--- src/rtl/tsl_pkg.sv ---
package tsl_pkg;
  localparam int SLOTS     = 32;
  localparam int SLOT_BITS = 8;
  localparam int SLOT_W    = $clog2(SLOTS);
  localparam int IDX_W     = $clog2(SLOT_BITS);
  localparam int POS_W     = SLOT_W + IDX_W;

  typedef struct packed {
    logic                 evenEn;
    logic                 oddEn;
    logic [SLOT_W-1:0]    slot;
    logic [SLOT_BITS-1:0] mask;
  } cfg_t;

  typedef struct packed {
    logic advance;
    logic insert;
  } strobe_t;
endpackage

--- src/rtl/tsl_ctrl.sv ---
module tsl_ctrl
  import tsl_pkg::*;
(
  input  logic    clk,
  input  logic    rstN,
  input  logic    bitEn,
  input  logic    frameSync,
  input  logic    fasAlign,
  input  logic    cfgWe,
  input  cfg_t    cfgIn,
  output strobe_t stb
);
  localparam logic [POS_W-1:0] POS_LAST = '1;
  localparam logic [IDX_W-1:0] IDX_LAST = IDX_W'(SLOT_BITS - 1);

  logic [POS_W-1:0] posQ, posCur;
  logic             oddQ, oddCur, framedQ, boundary, locked;
  logic             slotHit, maskHit, frameOk;
  logic [IDX_W-1:0] maskIdx;
  cfg_t             pendQ, actQ, effCfg;

  assign boundary = bitEn & (frameSync | (framedQ & (posQ == POS_LAST)));
  assign locked   = boundary | framedQ;

  always_comb begin
    posCur  = boundary ? '0 : posQ + 1'b1;
    oddCur  = boundary ? ((frameSync & fasAlign) ? 1'b0 : ~oddQ) : oddQ;
    effCfg  = boundary ? pendQ : actQ;
    maskIdx = IDX_LAST - posCur[IDX_W-1:0];
    slotHit = posCur[POS_W-1:IDX_W] == effCfg.slot;
    maskHit = effCfg.mask[maskIdx];
    frameOk = oddCur ? effCfg.oddEn : effCfg.evenEn;
    stb.advance = bitEn;
    stb.insert  = bitEn & locked & frameOk & slotHit & maskHit;
  end

  always_ff @(posedge clk) begin
    if (!rstN) begin
      posQ    <= '0;
      oddQ    <= 1'b1;
      framedQ <= 1'b0;
      pendQ   <= '0;
      actQ    <= '0;
    end else begin
      if (cfgWe) pendQ <= cfgIn;
      if (bitEn) begin
        posQ    <= posCur;
        oddQ    <= oddCur;
        framedQ <= locked;
        if (boundary) actQ <= pendQ;
      end
    end
  end

  a_r8_req_needs_bit: assert property (@(posedge clk) disable iff (!rstN)
    stb.insert |-> bitEn);
  a_r10_parity_toggle: assert property (@(posedge clk) disable iff (!rstN)
    (boundary && !(frameSync && fasAlign)) |=> (oddQ != $past(oddQ)));
  a_r10_fas_align: assert property (@(posedge clk) disable iff (!rstN)
    (bitEn && frameSync && fasAlign) |=> !oddQ);
  a_r9_cfg_held: assert property (@(posedge clk) disable iff (!rstN)
    !boundary |=> $stable(actQ));
  a_r11_no_early_insert: assert property (@(posedge clk) disable iff (!rstN)
    (!framedQ && !(bitEn && frameSync)) |-> !stb.insert);
endmodule

--- src/rtl/tsl_dpath.sv ---
module tsl_dpath
  import tsl_pkg::*;
(
  input  logic    clk,
  input  logic    rstN,
  input  strobe_t stb,
  input  logic    dataIn,
  input  logic    linkBit,
  output logic    dataOut
);
  always_ff @(posedge clk) begin
    if (!rstN)            dataOut <= 1'b0;
    else if (stb.advance) dataOut <= stb.insert ? linkBit : dataIn;
  end

  a_r2_pass_through: assert property (@(posedge clk) disable iff (!rstN)
    (stb.advance && !stb.insert) |=> dataOut == $past(dataIn));
  a_r6_link_taken: assert property (@(posedge clk) disable iff (!rstN)
    (stb.advance && stb.insert) |=> dataOut == $past(linkBit));
  a_r2_idle_hold: assert property (@(posedge clk) disable iff (!rstN)
    !stb.advance |=> $stable(dataOut));
endmodule

--- src/rtl/tsl_inserter.sv ---
module tsl_inserter
  import tsl_pkg::*;
(
  input  logic                 clk,
  input  logic                 rstN,
  input  logic                 bitEn,
  input  logic                 frameSync,
  input  logic                 fasAlign,
  input  logic                 dataIn,
  output logic                 dataOut,
  input  logic                 cfgWe,
  input  logic                 cfgEvenEn,
  input  logic                 cfgOddEn,
  input  logic [SLOT_W-1:0]    cfgSlot,
  input  logic [SLOT_BITS-1:0] cfgMask,
  output logic                 linkReq,
  input  logic                 linkBit
);
  cfg_t    cfgIn;
  strobe_t stb;

  assign cfgIn   = '{evenEn: cfgEvenEn, oddEn: cfgOddEn, slot: cfgSlot, mask: cfgMask};
  assign linkReq = stb.insert;

  tsl_ctrl u_ctrl (
    .clk(clk), .rstN(rstN), .bitEn(bitEn), .frameSync(frameSync),
    .fasAlign(fasAlign), .cfgWe(cfgWe), .cfgIn(cfgIn), .stb(stb)
  );

  tsl_dpath u_dpath (
    .clk(clk), .rstN(rstN), .stb(stb), .dataIn(dataIn),
    .linkBit(linkBit), .dataOut(dataOut)
  );
endmodule

--- config.mk ---
export PLATFORM = sky130hd
export DESIGN_NAME = tsl_inserter
export DESIGN_NICKNAME = d
export VERILOG_FILES = /design/src/rtl/tsl_pkg.sv /design/src/rtl/tsl_ctrl.sv /design/src/rtl/tsl_dpath.sv /design/src/rtl/tsl_inserter.sv
export SDC_FILE = /design/constraint.sdc
export NUM_CORES = 1
export LEC_CHECK = 0
export BUFFER_PORTS_ARGS = -buffer_cell sky130_fd_sc_hd__buf_4
export CAP_MARGIN = 10
export CELL_PAD_IN_SITES_DETAIL_PLACEMENT = 1
export CELL_PAD_IN_SITES_GLOBAL_PLACEMENT = 2
export CORE_MARGIN = 1.5
export CORE_UTILIZATION = 35
export DETAILED_ROUTE_END_ITERATION = 7
export PLACE_DENSITY = 0.84
export SYNTH_ARGS = -nofsm -noshare
export SYNTH_HDL_FRONTEND = slang
export SYNTH_HIERARCHICAL = 1
export SYNTH_SLANG_ARGS = --single-unit
--- constraint.sdc ---
create_clock -name clk -period 2.7 [get_ports clk]
set_clock_uncertainty 0.2 [all_clocks]
set_input_delay 0.27 -clock clk [delete_from_list [all_inputs] [get_ports clk]]
set_output_delay 0.27 -clock clk [all_outputs]
set_load 0.02 [all_outputs]
* Word level (Yosys, flattened, before mapping) *
Cells that the tools add are included.

cells by class
  add/subtract/negate cells = 2
  magnitude comparators = 1
  equality and inequality tests = 2
  mux-type cells = 8
  bitwise logic cells = 10

operator list
  cell                 number
  $mux 15              1
  $add 8x1->8 const B  1
  $eq 8x8->1 const B   1
  $mux 8               1
  $and 1x1->1          7
  $eq 5x5->1           1
  $mux 1               5
  $lt 3x4->1 const B   1
  $bmux 1 s3           1
  $sub 3x3->3 const A  1
  $or 1x1->1           2
  $not 1->1            1

storage, ports and cells
  flip-flop bits (word level) = 41
  input bits = 23
  output and inout bits = 2
  logic and storage cells = 35

* Depth between registers and ports, before layout *
  depth after elaboration = 10
  mapped depth = 9
  depth with buffers taken out = 8

* Modules after synthesis *
Netlist, hierarchy kept.

by module, submodules not included
  module     instances  cells each  area each (um2)  sequential area each (um2)
  tsl_ctrl   1          225         2023.2           800.8
  tsl_dpath  1          4           40.0             20.0

* Least setup slack after synthesis *
Ideal clock, no wire load.

  path kind = reg2reg
  start point = register u_ctrl.posQ[0]
  end point = register u_dpath.dataOut
  setup time = 0.119 ns
  arrival time = 2.463 ns
  required time = 2.381 ns
  setup slack = -0.082 ns
  stages on the path, launching flop included = 10
  clock period less this slack = 2.782 ns
  path through = dfxtp_1 -> ha_1 -> buf_2 -> and4_4 -> a21oi_4 -> o21ai_0 -> o31a_1 -> a2111oi_2 -> mux2i_1 -> a21oi_1

between the ends
  word-level cells in the longest chain between the ends = 10

RTL lines
  what                                                                line                            RTL
  from (decl)                                                         tsl_ctrl.sv:16                  logic [POS_W-1:0] posQ, posCur;
  from (signal assigned)                                              tsl_ctrl.sv:47                  posQ <= posCur;
  $eq 8x8->1                                                          tsl_ctrl.sv:22                  assign boundary = bitEn & (frameSync | (framedQ & (posQ == POS_LAST)));
  $and 1x1->1                                                         tsl_ctrl.sv:22
  $or 1x1->1                                                          tsl_ctrl.sv:22
  $and 1x1->1                                                         tsl_ctrl.sv:22
  $mux 8 (tied with other cells)                                      tsl_ctrl.sv:26                  posCur = boundary ? '0 : posQ + 1'b1;
  $sub 3x3->3 (tied with other cells)                                 tsl_ctrl.sv:29                  maskIdx = IDX_LAST - posCur[IDX_W-1:0];
  $bmux 1 s3 / $and 1x1->1 (equally long branches)                    tsl_ctrl.sv:31, tsl_ctrl.sv:34
  $mux 1 (implied by the code) / $and 1x1->1 (equally long branches)  tsl_ctrl.sv:31, tsl_ctrl.sv:34
  $and 1x1->1 (*)                                                     tsl_ctrl.sv:34                  stb.insert = bitEn & locked & frameOk & slotHit & maskHit;
  net linkReq                                                         tsl_inserter.sv:16              output logic linkReq,
  $mux 1 (*)                                                          tsl_dpath.sv:13                 else if (stb.advance) dataOut <= stb.insert ? linkBit : dataIn;
  to (signal assigned)                                                tsl_dpath.sv:13
  to (decl)                                                           tsl_dpath.sv:9                  output logic dataOut

Mark *: on every way through the listed nets, which the timed path passes. The rest lies on a longest branch. The select of a mux whose other input is x is not followed.
A chain may end at the register's enable or synchronous reset.

* Worst setup path in the final report *
  start point = register u_ctrl.posQ[1]
  end point = output linkReq

between the ends
  word-level cells in the longest chain between the ends = 9

RTL lines
  what                                                                line
  $eq 8x8->1                                                          tsl_ctrl.sv:22
  $and 1x1->1                                                         tsl_ctrl.sv:22
  $or 1x1->1                                                          tsl_ctrl.sv:22
  $and 1x1->1                                                         tsl_ctrl.sv:22
  $mux 8 (tied with other cells)                                      tsl_ctrl.sv:26
  $sub 3x3->3 (tied with other cells)                                 tsl_ctrl.sv:29
  $bmux 1 s3 / $and 1x1->1 (equally long branches)                    tsl_ctrl.sv:31, tsl_ctrl.sv:34
  $mux 1 (implied by the code) / $and 1x1->1 (equally long branches)  tsl_ctrl.sv:31, tsl_ctrl.sv:34
  $and 1x1->1 (*)                                                     tsl_ctrl.sv:34
  to (decl)                                                           tsl_inserter.sv:16

Mark *: on every way between the ends. The rest lies on a longest branch, timed or not. The select of a mux whose other input is x is not followed.

==> results.json <==
{
  "final_core_util_pct": 43.8,
  "power.leakage_uw": 0.000909,
  "cp_slowest_cell": "sky130_fd_sc_hd__mux4_2",
  "cts_sinks": 41,
  "synth_top_family_by_area": "simple AND/OR/NAND/NOR gates",
  "fmax_mhz": 383,
  "insertion_delay_ns": 0.30,
  "layoutNonFillerInstCount": 326,
  "synthesized_area_fraction_occupied_by_ao_oa_aoi_and_oai_cells_pct": 15.8,
  "grt_overflow": 0,
  "seq_area_frac_synth_pct": 39.8,
  "global_route_wire_length_before_repair_um": 8270,
  "worst-path-buf-inv": 1,
  "slowest_delay_ns": 0.49,
  "synthesis.area_per_instance_um2": 9.01,
  "combPwrFrac_pct": 11.7,
  "coreArea_mm2": 0.00561,
  "routed_wl_um": 4930,
  "number_of_antenna_violations_at_the_first_check_in_global_routing": 0,
  "crit_path_start": "u_ctrl/posQ[1]",
  "grt_max_degree": 42,
  "drtIter0Drc": 87,
  "post-place-cells": 313,
  "worstPathRequired_ns": 2.23,
  "finalSetupViolCount": 0,
  "ir_drop_worst_vdd_v": 0.000198,
  "drtPass1Iterations": 4,
  "fin_hold_viols": 0,
  "power-per-cell-area_mw_per_mm2": 487,
  "synth_register_bits": 41,
  "timing.hold.worst.start": "cfgSlot[1]",
  "hpwlAfterDp_um": 3480,
  "fp.dieArea_mm2": 0.00636,
  "final_max_tran_viols": 0,
  "swShare_pct": 26.5,
  "syn-cell-area_mm2": 0.00206,
  "post-synth-top-count-cell": "sky130_fd_sc_hd__dfxtp_1",
  "timing.final.crit_share_pct": 96.7,
  "netlist.area_leader.share_pct": 39.8,
  "synthDominantAreaCellType": "sky130_fd_sc_hd__dfxtp_1",
  "drt-vias-per-instance": 5.28,
  "rows": 27,
  "internal_power_uw": 880,
  "ys_types": 46,
  "timing_worst_slew_pin_value_ns": 0.404,
  "run_status": "finished clean",
  "grt_pass1_vias": 1723,
  "syn-num-nets": 253,
  "fin_area_mm2": 0.00246,
  "diodes": 0,
  "initial_utilization_pct": 36.8,
  "hold_path_class": "primary input to flop",
  "dr_total_vias": 1720,
  "cts_tree": "done",
  "drc": 0,
  "worstPathMaxFanout": 3,
  "total_cts_buffers": 5,
  "place_area_mm2": 0.00229,
  "portBuffers": 24,
  "regToRegSetupSlack_ns": 0.28,
  "gr-usage-all-layers_pct": 16.9,
  "cts-root-to-sink-buffers": 2,
  "fillers": 667,
  "final.min_clock_period_ns": 2.61,
  "postRouteAntennaNets": 0,
  "synth_fa_ha_area_share_pct": 0.606,
  "postSynthCellCount": 229,
  "yosys.area_share.xor_xnor_pct": 3.34,
  "path_cells": "ha_4 -> mux4_2 -> a22oi_1 -> o31a_1 -> a2111oi_4 -> buf_4",
  "synth_enable_flop_cells": 0,
  "synth-async-reset-ratio_pct": 0,
  "worstSetupEndpointType": "output port",
  "layout-drive-gt1-share_pct": 22.8,
  "route.detailed.wl_per_inst_um": 15.1,
  "clk_pin_slew_ns": 0.09,
  "synth.top_cells.by_count": "sky130_fd_sc_hd__dfxtp_1 (41), sky130_fd_sc_hd__nand2_1 (38), sky130_fd_sc_hd__nor2b_1 (22), sky130_fd_sc_hd__mux2i_1 (18), sky130_fd_sc_hd__a21boi_1 (17)",
  "post_synth_mux_area_share_pct": 10.9,
  "share_clk_of_total_power_pct": 34.7,
  "simple_gate_fraction_of_synth_area_pct": 24.6,
  "root_buffer": "sky130_fd_sc_hd__clkbuf_8",
  "placer_congestion": 0.883,
  "critical_path.top_delay_family": "compound AO/OA/AOI/OAI gates",
  "die_span_in_x_um": 79.8,
  "max_cap_viol_count": 0,
  "io-pin-count": 25,
  "htree_levels": 2,
  "area_growth_syn_to_layout_pct": 19.1,
  "final.setup.tns_ns": 0,
  "finish.net_count": 277,
  "switching_power_uw": 318,
  "timing.max_slew.rel_slack_pct": 72.8,
  "synthFlopType": "sky130_fd_sc_hd__dfxtp_1",
  "timing.rr.start": "u_ctrl/posQ[1]",
  "p_seq_share_pct": 53.5,
  "ctsHoldBuffers": 0,
  "setup.worst_path.start_class": "flop",
  "die-height_um": 79.8,
  "synthesis.yosys.warnings": 6,
  "synth_top_cells_by_area": "sky130_fd_sc_hd__dfxtp_1 (40%), sky130_fd_sc_hd__mux2i_1 (8.7%), sky130_fd_sc_hd__nand2_1 (6.9%)",
  "start_to_end_type_of_the_worst_setup_path": "flop to output port",
  "worst-endpoint-arrival_ns": 2.14
}
-- worst reg2reg max path, cell delays in order, from the launching register on --
cell                        delay (ns)
sky130_fd_sc_hd__dfxtp_4          0.36
sky130_fd_sc_hd__ha_4             0.28
sky130_fd_sc_hd__mux4_2           0.49
sky130_fd_sc_hd__a22oi_1          0.25
sky130_fd_sc_hd__o31a_1           0.23
sky130_fd_sc_hd__a2111oi_4        0.05
sky130_fd_sc_hd__buf_4            0.15
sky130_fd_sc_hd__mux2i_1          0.11
sky130_fd_sc_hd__a21oi_1          0.20
-- final timing paths --
| kind | to | cells after the start |
|---|---|---|
| max | linkReq | 6 |
| min | u_ctrl/pendQ[9] | 3 |
| max reg2reg | u_dpath/dataOut | 8 |
| min reg2reg | u_ctrl/actQ[1] | 2 |
-- metal layers --
layer / part of all wire (%) / wire length [um] / vias to the layer above / global-route usage, %
met5: 0 / 0 / - / 0
met4: 0.93 / 46 / 0 / 4.48
met3: 2.9 / 141 / 6 / 4.11
met2: 48 / 2370 / 18 / 27.1
met1: 48 / 2370 / 847 / 22.5
li1: - / - / 849 / -
-- placed cells by master, fill, tap and decap left out, types with 2 or more instances in the layout --
cell and n:
sky130_fd_sc_hd__nand2_1 38, sky130_fd_sc_hd__dfxtp_1 35, sky130_fd_sc_hd__buf_4 34, sky130_fd_sc_hd__nor2b_1 22, sky130_fd_sc_hd__mux2i_1 18, sky130_fd_sc_hd__a21boi_1 17
sky130_fd_sc_hd__o21ai_0 9, sky130_fd_sc_hd__nand3_1 6, sky130_fd_sc_hd__clkbuf_8 5, sky130_fd_sc_hd__nand4_1 5, sky130_fd_sc_hd__nor2_1 4, sky130_fd_sc_hd__xnor2_1 4
sky130_fd_sc_hd__a21oi_1 4, sky130_fd_sc_hd__dfxtp_4 4, sky130_fd_sc_hd__inv_1 3, sky130_fd_sc_hd__nand3b_1 3, sky130_fd_sc_hd__o21ai_1 3, sky130_fd_sc_hd__nor4_1 2
sky130_fd_sc_hd__or4_1 2, sky130_fd_sc_hd__xor2_1 2, sky130_fd_sc_hd__o211ai_1 2, sky130_fd_sc_hd__mux4_2 2, sky130_fd_sc_hd__o21a_1 2, sky130_fd_sc_hd__and2_1 2
sky130_fd_sc_hd__dfxtp_2 2
-- stage by stage --
step / setup slack (ns) / hold WS [ns] / power [uW]
after global routing: -0.0118 / 0.0350 / 1270
final: 0.0879 / 0.0194 / 1200
after CTS: 0.00520 / 0.0158 / 1220
after detailed placement: 0.142 / 0.250 / 797
after global placement: 0.182 / 0.242 / 794
after floorplan: 0.0974 / 0.208 / 744
-- final cells by class --
| type | instances | area (um^2) | area share [%] |
|---|---|---|---|
| repair buffers | 34 | 255 | 10.4 |
| well taps | 72 | 90.1 | 3.67 |
| multi-input cells | 168 | 1170 | 47.7 |
| inverters | 3 | 11.3 | 0.458 |
| clock inverters | 3 | 21.3 | 0.866 |
| clock buffers | 5 | 68.8 | 2.80 |
| flip-flops and latches | 41 | 838 | 34.1 |
-- registers in the layout, summed over array words and instances, names as in the netlist --
name	count
u_dpath/dataOut	1
u_ctrl/posQ	8
u_ctrl/pendQ	15
u_ctrl/framedQ	1
u_ctrl/actQ	15
u_ctrl/oddQ	1
-- cells by family (layout without fill, tap and decap cells) --
| kind of cell | count (synthesis) | in the layout |
|---|---|---|
| AND/OR/NAND/NOR | 94 | 94 |
| AO/OA/AOI/OAI | 46 | 46 |
| flip-flops | 41 | 41 |
| multiplexers | 20 | 20 |
| buffers and inverters | 20 | 45 |
| XOR/XNOR | 7 | 7 |
| adder cells (fa/ha/maj) | 1 | 1 |
-- power by group through the flow --
stage                     Combinational [uW]  Sequential, uW  Clock, uW
final                                    141             641        416
after global routing                     157             644        464
after CTS                                142             645        430
after detailed placement                 139             659          0
after global placement                   137             657          0
after floorplan                         89.1             655          0
-- repair_timing --
action | in CTS | in global routing
endpoints found under the setup margin | 1 | 1
buffers inserted | 2 | 3
pin swaps | 3 | 4
gates resized for setup | 8 | 7
Note: power is estimated with default switching activity, not from simulation.
